File: config.mk
export PLATFORM = sky130hd
export DESIGN_NAME = refresh_timer
export DESIGN_NICKNAME = d
export VERILOG_FILES = /design/src/rtl/refresh_timer.sv
export SDC_FILE = /design/constraint.sdc
export NUM_CORES = 1
export LEC_CHECK = 0
export ABC_AREA = 1
export BUFFER_PORTS_ARGS = -buffer_cell sky130_fd_sc_hd__buf_2
export CAP_MARGIN = 20
export CORE_MARGIN = 1.5
export CORE_UTILIZATION = 40
export CTS_CLUSTER_DIAMETER = 60
export DETAILED_ROUTE_END_ITERATION = 8
export HOLD_SLACK_MARGIN = 0.1
export PLACE_DENSITY = 0.69
export RECOVER_POWER = 25
export SETUP_SLACK_MARGIN = 0.05
export SYNTH_ARGS = -nofsm -noshare
export SYNTH_HDL_FRONTEND = slang
export SYNTH_SLANG_ARGS = --single-unit
File: constraint.sdc
create_clock -name clk -period 2.33 [get_ports clk]
set_input_delay 0.3495 -clock clk [delete_from_list [all_inputs] [get_ports clk]]
set_output_delay 0.3495 -clock clk [all_outputs]
set_load 0.02 [all_outputs]
File: src/rtl/refresh_timer.sv
module refresh_timer #(
  parameter int CW = 8,
  parameter int PW = 12
) (
  input  logic          clk,
  input  logic          rst_n,
  input  logic          wr_en,
  input  logic          rd_en,
  input  logic [1:0]    addr,
  input  logic [CW-1:0] wdata,
  output logic [CW-1:0] rdata,
  input  logic          ack,
  output logic          req,
  output logic          self_ref
);

  logic          en, mode, flag, armed, pend;
  logic [2:0]    sel;
  logic [CW-1:0] cnt, cmp;
  logic [PW-1:0] pre, msk;

  always_comb begin
    case (sel)
      3'd1:    msk = PW'((1 << 1) - 1);
      3'd2:    msk = PW'((1 << 3) - 1);
      3'd3:    msk = PW'((1 << 5) - 1);
      3'd4:    msk = PW'((1 << 7) - 1);
      3'd5:    msk = PW'((1 << 9) - 1);
      3'd6:    msk = PW'((1 << 11) - 1);
      3'd7:    msk = PW'((1 << 12) - 1);
      default: msk = '0;
    endcase
  end

  wire ctl_wr   = wr_en && addr == 2'd0;
  wire cnt_wr   = wr_en && addr == 2'd1;
  wire cmp_wr   = wr_en && addr == 2'd2;
  wire tick     = sel != 3'd0 && (pre & msk) == msk;
  wire [CW-1:0] cnt_inc = cnt + CW'(1);
  wire hit      = tick && !cnt_wr && cnt_inc == cmp;
  wire cbr      = en && !mode;
  wire clear_ok = ctl_wr && !wdata[7] && armed && !en;

  assign req      = pend && cbr;
  assign self_ref = en && mode;

  always_comb begin
    case (addr)
      2'd0:    rdata = CW'({flag, 2'b00, sel, mode, en});
      2'd1:    rdata = cnt;
      2'd2:    rdata = cmp;
      default: rdata = '0;
    endcase
  end

  always_ff @(posedge clk) begin
    if (!rst_n) begin
      en <= 1'b0; mode <= 1'b0; sel <= '0; flag <= 1'b0;
      armed <= 1'b0; pend <= 1'b0; cnt <= '0; cmp <= '0; pre <= '0;
    end else begin
      pre <= (sel == 3'd0) ? '0 : pre + PW'(1);
      if (cnt_wr)    cnt <= wdata;
      else if (hit)  cnt <= '0;
      else if (tick) cnt <= cnt_inc;
      if (cmp_wr) cmp <= wdata;
      if (ctl_wr) {sel, mode, en} <= wdata[4:0];
      if (hit)           flag <= 1'b1;
      else if (clear_ok) flag <= 1'b0;
      if (ctl_wr)                            armed <= 1'b0;
      else if (rd_en && addr == 2'd0 && flag) armed <= 1'b1;
      if (hit && cbr)     pend <= 1'b1;
      else if (ack || !cbr) pend <= 1'b0;
    end
  end

  assert_frozen_R2: assert property (@(posedge clk) disable iff (!rst_n)
    (sel == 3'd0 && !cnt_wr) |=> $stable(cnt));

  assert_restart_R4: assert property (@(posedge clk) disable iff (!rst_n)
    $rose(flag) |-> cnt == '0);

  assert_req_held_R6: assert property (@(posedge clk) disable iff (!rst_n)
    (req && !ack && !ctl_wr) |=> req);

  assert_flag_sticky_R8: assert property (@(posedge clk) disable iff (!rst_n)
    (flag && en) |=> flag);

endmodule

==> results of run 1 <==
-- per-layer routing --
layer  global-route usage  part of all wire  vias to the layer above  wire (um)
li1                     -                 -                     1048          -
met3               0.0379             0.055                        8        273
met1                0.263              0.48                      904       2400
met4               0.0727             0.016                        0         78
met2                0.309              0.45                       59       2230
met5                    0                 0                        -          0
-- power by group --
group / leakage [nW] / switching (W) / internal, W
sequential: 0.292 / 0.0000228 / 0.000636
clock: 0.0479 / 0.000235 / 0.000208
combinational: 0.559 / 0.000131 / 0.0000626
-- kinds of logic (layout without fill, tap and decap cells) --
family | after synthesis | after routing | share of synthesized area
AO/OA/AOI/OAI | 68 | 68 | 0.186
adder cells (fa/ha/maj) | 2 | 2 | 0.0123
XOR/XNOR | 5 | 5 | 0.0253
AND/OR/NAND/NOR | 139 | 139 | 0.313
buffers and inverters | 58 | 85 | 0.109
flip-flops | 36 | 36 | 0.355
-- placed cells by master, fill, tap and decap left out, types with 5 or more instances in the layout --
cell,instances
a21oi_1,32
buf_2,23
clkbuf_8,5
dfxtp_1,36
inv_1,50
nand2_1,68
nand2_2,5
nand3_1,22
nor2_1,23
nor2_2,5
o21ai_0,25
o221ai_1,6
-- registers in the layout, summed over array words and instances (netlist names) --
signal	flops
armed	1
cmp	8
cnt	8
en	1
flag	1
mode	1
pend	1
pre	12
sel	3
-- per-stage QoR --
stage / setup slack, ns / hold WS [ns] / instance area [sq um] / std cells / util
final: 0.384 / 0.312 / 2300 / 402 / 0.478
after detailed placement: 0.388 / 0.454 / 2220 / 394 / 0.461
after global placement: 0.383 / 0.450 / 2220 / 394 / 0.461
after floorplan: 0.658 / 0.430 / 2030 / 308 / -
after global routing: 0.188 / 0.326 / 2300 / 402 / 0.478
after CTS: 0.370 / 0.307 / 2310 / 402 / 0.479
-- critical path: cells and delay by family (launching register included) --
kind / cells / cell delay, ns
AOI/OAI and AO/OA: 1 / 0.06
adders and majority gates: 1 / 0.25
and+or+nand+nor: 9 / 1.01
buffers and inverters: 1 / 0.05
DFF: 1 / 0.48
-- layout make-up --
type                            count  area (sq um)
Clock buffer                        5          68.8
Timing Repair Buffer               26           134
Tap cell                           67          83.8
Inverter                           51           191
Fill cell                         537          2510
Clock inverter                      3          18.8
Multi-Input combinational cell    214          1090
Sequential cell                    36           721
-- final timing paths --
| path | to | cells after the start |
|---|---|---|
| hold reg to reg | armed | 2 |
| setup reg to reg | cnt[3] | 12 |
| setup / recovery | cnt[3] | 12 |
| hold / removal | armed | 3 |
==> out/qor.txt, run 1 <==
===========================================================================
CTS Buf Count                                                             5
Residual DRC count                                                        0
Post-detailed-route wirelength per cell                             12.4 um
Post-route total power                                            0.00130 W
Final Hold Viols                                                          0
Path category of the worst min-delay check                           in2reg
Leakage component of the power                                     0.899 nW
Max-cap violations                                                        0
Cells after synthesis                                                   308
Share of post-route cells with drive strength above 1                 0.152
Routed via count                                                      2,019
H-tree levels                                                             2
Sequential-to-total area share from yosys stat                        0.355
DR pass1 iterations                                                       4
Die ar.                                                          5510 sq um
Total GRT Usage                                                       0.195
Element type at the critical path start                           flip-flop
Total congestion overflow after global routing                            0
Critical-path cell list                                        ha_1 -> nand2_1 -> nor2_2 -> inv_1 -> nand2_1 -> nor2_1 -> nor2_1 -> nand2_2 -> nor2_4 -> nand3_4 -> nand2_1 -> a21oi_1
Worst setup path start                                               cnt[0]
Highest-delay cell along the critical path                          dfxtp_1
Async set or reset register ratio after synthesis                         0
Cell row count                                                           25
Count of state elements after synthesis                                  36
RR Startpoint                                                        cnt[0]
Buffer type at the clock tree root                                 clkbuf_8
Maximum cell stage delay along the critical path                    0.48 ns
Distinct cell type count after synthesis                                 29
Number of nets in the layout                                            351
CTS max path bufs                                                         2
Required time of the worst setup path                               2.51 ns
Antenna violations before repair                                          0
Remaining antenna violation count after routing                           0
Worst-margin pin slew                                              0.488 ns
Cell Pwr Density                                                563 nW/um^2
Number of antenna repair diodes                                           0
I/O pins                                                                 25
Unrepaired setup endpoints after global routing                       false
Net Count, Synth                                                        325
VDD IR max                                                           226 uV
Number of clock sinks                                                    36
Dominant cell type by count on the critical path                    nand2_1
Initial Util                                                          0.421
Setup TNS Final                                                        0 ns
Clk pin slew, worst setup/hold paths                                0.07 ns
Number of global-route vias before repair                             1,730
Estimated wirelength of the detail-placed design                    3.79 mm
Achievable frequency                                                514 MHz
First-pass GRT wire length                                          8.11 mm
Capturing element type of the critical path                       flip-flop
Count of final max-slew check failures                                    0
Critical Path Fanout Max                                                 10
Core Footprint                                                   4820 sq um
Result of the run                                              finished, final reports clean
Maximum clock skew at final layout                               0.00761 ns
Type of the worst setup path                                        reg2reg
Post-cts resize count                                                     0
Hold buffer count at CTS                                                  0
Clock insertion delay at the later pin of the skew report           0.30 ns
Global placement routability congestion                               0.906
Maximum number of pins on one net before global-route repair             17
Width of the chip                                                   74.2 um
CTS tree                                                              built
Area leader, netlist                                                dfxtp_1
Drt via density                                                        5.02
Hold Crit Start                                                       rd_en
Max transition margin                                                 0.674
Reg2Reg Setup Slack                                                 0.38 ns
Cell with the most instances after synthesis                        nand2_1
Most numerous cell types in the synthesized netlist            nand2_1 (68), inv_1 (50), dfxtp_1 (36)
Final count of negative-setup-slack endpoints                             0
Final WL                                                            4.99 mm
Cell Area, Synth                                                 2030 sq um
Post-Synthesis Mean Instance Area                                6.59 sq um
Number of port buffers                                                   24
Number of flops mapped to enable cells by yosys                           0
Buffers inserted during post-CTS setup optimization                       0
Data arrival time at the worst-slack endpoint                       2.12 ns
Initial DRC count                                                        93
Chip Height                                                         74.2 um
Ratio of final minimum period to clock period                         0.835
Synth-to-Final Area Change                                            13.6%
Time the worst path needs with I/O delays and setup                 1.95 ns
Synthesis warning total                                                   0
Most used flip-flop cell after synthesis                            dfxtp_1
Cell types with the largest area share after synthesis         dfxtp_1 (36%), nand2_1 (13%), inv_1 (9.2%)
Top cell type's share of synthesized area                             0.355
===========================================================================
(Power assumes the default switching activity.)
==> run 2, diff against run 1 <==
--- a/config.mk
+++ b/config.mk
@@ -5,7 +5,7 @@
 export SDC_FILE = /design/constraint.sdc
 export NUM_CORES = 1
 export LEC_CHECK = 0
-export ABC_AREA = 1
+export ABC_AREA = 0
 export BUFFER_PORTS_ARGS = -buffer_cell sky130_fd_sc_hd__buf_2
 export CAP_MARGIN = 20
 export CORE_MARGIN = 1.5
@@ -13,7 +13,7 @@
 export CTS_CLUSTER_DIAMETER = 60
 export DETAILED_ROUTE_END_ITERATION = 8
 export HOLD_SLACK_MARGIN = 0.1
-export PLACE_DENSITY = 0.69
+export PLACE_DENSITY = 0.71
 export RECOVER_POWER = 25
 export SETUP_SLACK_MARGIN = 0.05
 export SYNTH_ARGS = -nofsm -noshare
==> constraint.sdc (replaced) <==
create_clock -name clk -period 1.6 [get_ports clk]
set_input_delay 0.24 -clock clk [delete_from_list [all_inputs] [get_ports clk]]
set_output_delay 0.24 -clock clk [all_outputs]
set_load 0.02 [all_outputs]
==> out/qor.txt, run 2 <==
===========================================================================
Result of the run                                              finished, violations left
Failing checks                                                 negative setup slack
Most used flip-flop cell after synthesis                            dfxtp_1
Routed via count                                                      2,132   +5.6%
Hold buffer count at CTS                                                  0   unchanged
Required time of the worst setup path                               1.83 ns   -0.68 ns
CTS tree                                                              built
Most common cell after layout, fill and taps aside                    buf_4
H-tree levels                                                             2   unchanged
Total congestion overflow after global routing                            0   unchanged
Final critical-path setup slack                                   -0.433 ns   -0.817 ns
Distinct cell type count after synthesis                                 45   +55%
Cell row count                                                           25   unchanged
Drt via density                                                        5.37   +6.9%
Cells after synthesis                                                   264   -14%
Ratio of final minimum period to clock period                          1.27   +0.435
Achievable frequency                                                492 MHz   -4.3%
Unrepaired setup endpoints after global routing                        true
Placed cells                                                            387   -1.8%
Leakage component of the power                                      1.13 nW   +25%
Reg2Reg Setup Slack                                                -0.43 ns   -0.82 ns
Number of global-route vias before repair                             1,916   +11%
Clock insertion delay at the later pin of the skew report           0.30 ns   about the same
Max-cap violations                                                        0   unchanged
Initial DRC count                                                       106   +14%
Synthesis warning total                                                   0   unchanged
Cell with the most instances after synthesis                        dfxtp_1
Sequential-to-total area share from yosys stat                        0.355   about the same
Flip-flop count of the largest register after layout                     12   unchanged
Global placement routability congestion                               0.896   -1.1%
Capturing element type of the critical path                       flip-flop
I/O pins                                                                 25   unchanged
Remaining antenna violation count after routing                           0   unchanged
VDD IR max                                                           691 uV   +210%
Number of nets in the layout                                            346   -1.4%
Core Footprint                                                   4820 sq um   unchanged
Cell Area, Synth                                                 2030 sq um   about the same
Buffer type at the clock tree root                                 clkbuf_8
Maximum number of pins on one net before global-route repair             18   +1
Commonest cells after routing, fill and taps aside             buf_4 (44), nand2_1 (33), dfxtp_1 (27)
Max transition margin                                                 0.640   -0.0339
Antenna violations before repair                                          0   unchanged
Data arrival time at the worst-slack endpoint                       2.26 ns   +0.14 ns
Width of the chip                                                   74.2 um   about the same
Net Count, Synth                                                        281   -14%
Cell Pwr Density                                                873 nW/um^2   +55%
Share of post-route cells with drive strength above 1                 0.358   +0.205
CTS Buf Count                                                             5   unchanged
Number of clock sinks                                                    36   unchanged
Most numerous cell types in the synthesized netlist            dfxtp_1 (36), nand2_1 (33), nand3_1 (31)
Final design utilization                                              0.591   +0.112
Critical Path Fanout Max                                                  6   -4
Die ar.                                                          5510 sq um   about the same
Number of non-filler instances in the completed layout                  397   -1.2%
Number of antenna repair diodes                                           0   unchanged
Number of flops mapped to enable cells by yosys                           0   unchanged
Number of port buffers                                                   24   unchanged
Area leader, netlist                                                dfxtp_1
Async set or reset register ratio after synthesis                         0   unchanged
Registers with the most flip-flops                             pre: 12 flops, cmp: 8 flops, cnt: 8 flops
Final WL                                                            5.79 mm   +16%
Post-detailed-route wirelength per cell                             14.6 um   +18%
CTS max path bufs                                                         2   unchanged
Element type at the critical path start                           flip-flop
Total GRT Usage                                                       0.223   +0.0282
Time the worst path needs with I/O delays and setup                 2.03 ns   +0.0867 ns
Count of state elements after synthesis                                  36   unchanged
Clk pin slew, worst setup/hold paths                                0.08 ns   about the same
Type of the worst setup path                                        reg2reg
Maximum clock skew at final layout                               0.00762 ns   +0.00000908 ns
Path category of the worst min-delay check                           in2reg
Cell types with the largest area share after synthesis         dfxtp_1 (36%), nand3_1 (7.6%), a21oi_1 (6.9%)
Largest reg by FF count                                                 pre
Initial Util                                                          0.421   about the same
Estimated wirelength of the detail-placed design                    4.35 mm   +15%
First-pass GRT wire length                                          9.12 mm   +13%
Top cell type's share of synthesized area                             0.355   about the same
Count of final max-slew check failures                                    0   unchanged
Chip Height                                                         74.2 um   about the same
Worst-margin pin slew                                              0.539 ns   +0.0514 ns
Post-Synthesis Mean Instance Area                                7.68 sq um   +17%
Final count of negative-setup-slack endpoints                            10   +10
Final Hold Viols                                                          0   unchanged
Residual DRC count                                                        0   unchanged
Synth-to-Final Area Change                                            40.3%
DR pass1 iterations                                                       5   +1
===========================================================================
run 2: cell count changes after synthesis, moves of 5 or more:
cell	previous run	this run
nand2_1	68	33
xnor2_1	3	8
xor2_1	1	10
o221ai_1	6	0
inv_1	50	4
clkbuf_1	5	10
o21ai_0	25	15
nor2_2	5	0
a31oi_1	0	8
nand3_1	22	31
mux2i_1	0	6
run 2: power breakdown:
| part | internal (W) | switching [W] | leakage [nW] | total, W |
|---|---|---|---|---|
| Combinational | 0.000215 | 0.000237 | 0.755 | 0.000452 |
| Sequential | 0.000929 | 0.0000381 | 0.297 | 0.000967 |
| Clock | 0.000717 | 0.000350 | 0.0765 | 0.00107 |
| Total | 0.00186 | 0.000626 | 1.13 | 0.00249 |
run 2: path summary, 6_finish.rpt:
| check | depth (start not counted) | end | startpoint |
|---|---|---|---|
| hold reg to reg | 2 | armed | armed |
| setup / recovery | 6 | cnt[7] | sel[2] |
| hold / removal | 3 | armed | rd_en |
| setup reg to reg | 6 | cnt[7] | sel[2] |
run 2: cell type report:
| type | instances | area (sq um) |
|---|---|---|
| Clock inverter | 2 | 60.1 |
| Tap cell | 67 | 83.8 |
| Clock buffer | 6 | 93.8 |
| Sequential cell | 36 | 742 |
| Timing Repair Buffer | 73 | 490 |
| Fill cell | 437 | 1970 |
| Inverter | 4 | 15.0 |
| Multi-Input combinational cell | 209 | 1360 |
run 2: timing repair:
action	4_1_cts	5_1_grt
setup buffers	3	1
setup endpoints to repair	10	11
resized for setup	13	15
pin swaps	9	12
run 2: stage by stage:
stage	setup WS, ns	cell area (sq um)	hold slack [ns]	total power (W)	setup TNS (ns)
2_1_floorplan	-0.372	2120	0.380	0.00123	-1.62
3_3_place_gp	-0.305	2590	0.465	0.00138	-1.88
3_5_place_dp	-0.395	2590	0.465	0.00139	-2.65
4_1_cts	-0.425	2810	0.208	0.00247	-3.18
5_1_grt	-0.481	2850	0.229	0.00257	-3.75
6_report	-0.433	2850	0.207	0.00249	-2.94
run 2: worst max-delay path, cell delays in order (launching register included):
cell     delay, ns
dfxtp_4       0.38
nor2_4        0.11
a21oi_1       0.04
or4_1         0.54
or2_4         0.28
or4b_1        0.47
a31oi_1       0.14
run 2: kinds of logic after synthesis:
group / synth area share
xor gates and xnor gates: 0.0777
and+or+nand+nor: 0.297
buffers and inverters: 0.0487
adders and majority gates: 0.0123
DFF: 0.355
AOI/OAI and AO/OA: 0.180
muxes: 0.0296
run 2: layer usage:
layer | global-route usage | vias to the layer above | share of wire
li1 | - | 1060 | -
met1 | 0.296 | 1006 | 0.44
met2 | 0.352 | 57 | 0.48
met3 | 0.0434 | 9 | 0.055
met4 | 0.0967 | 0 | 0.017
met5 | 0 | - | 0
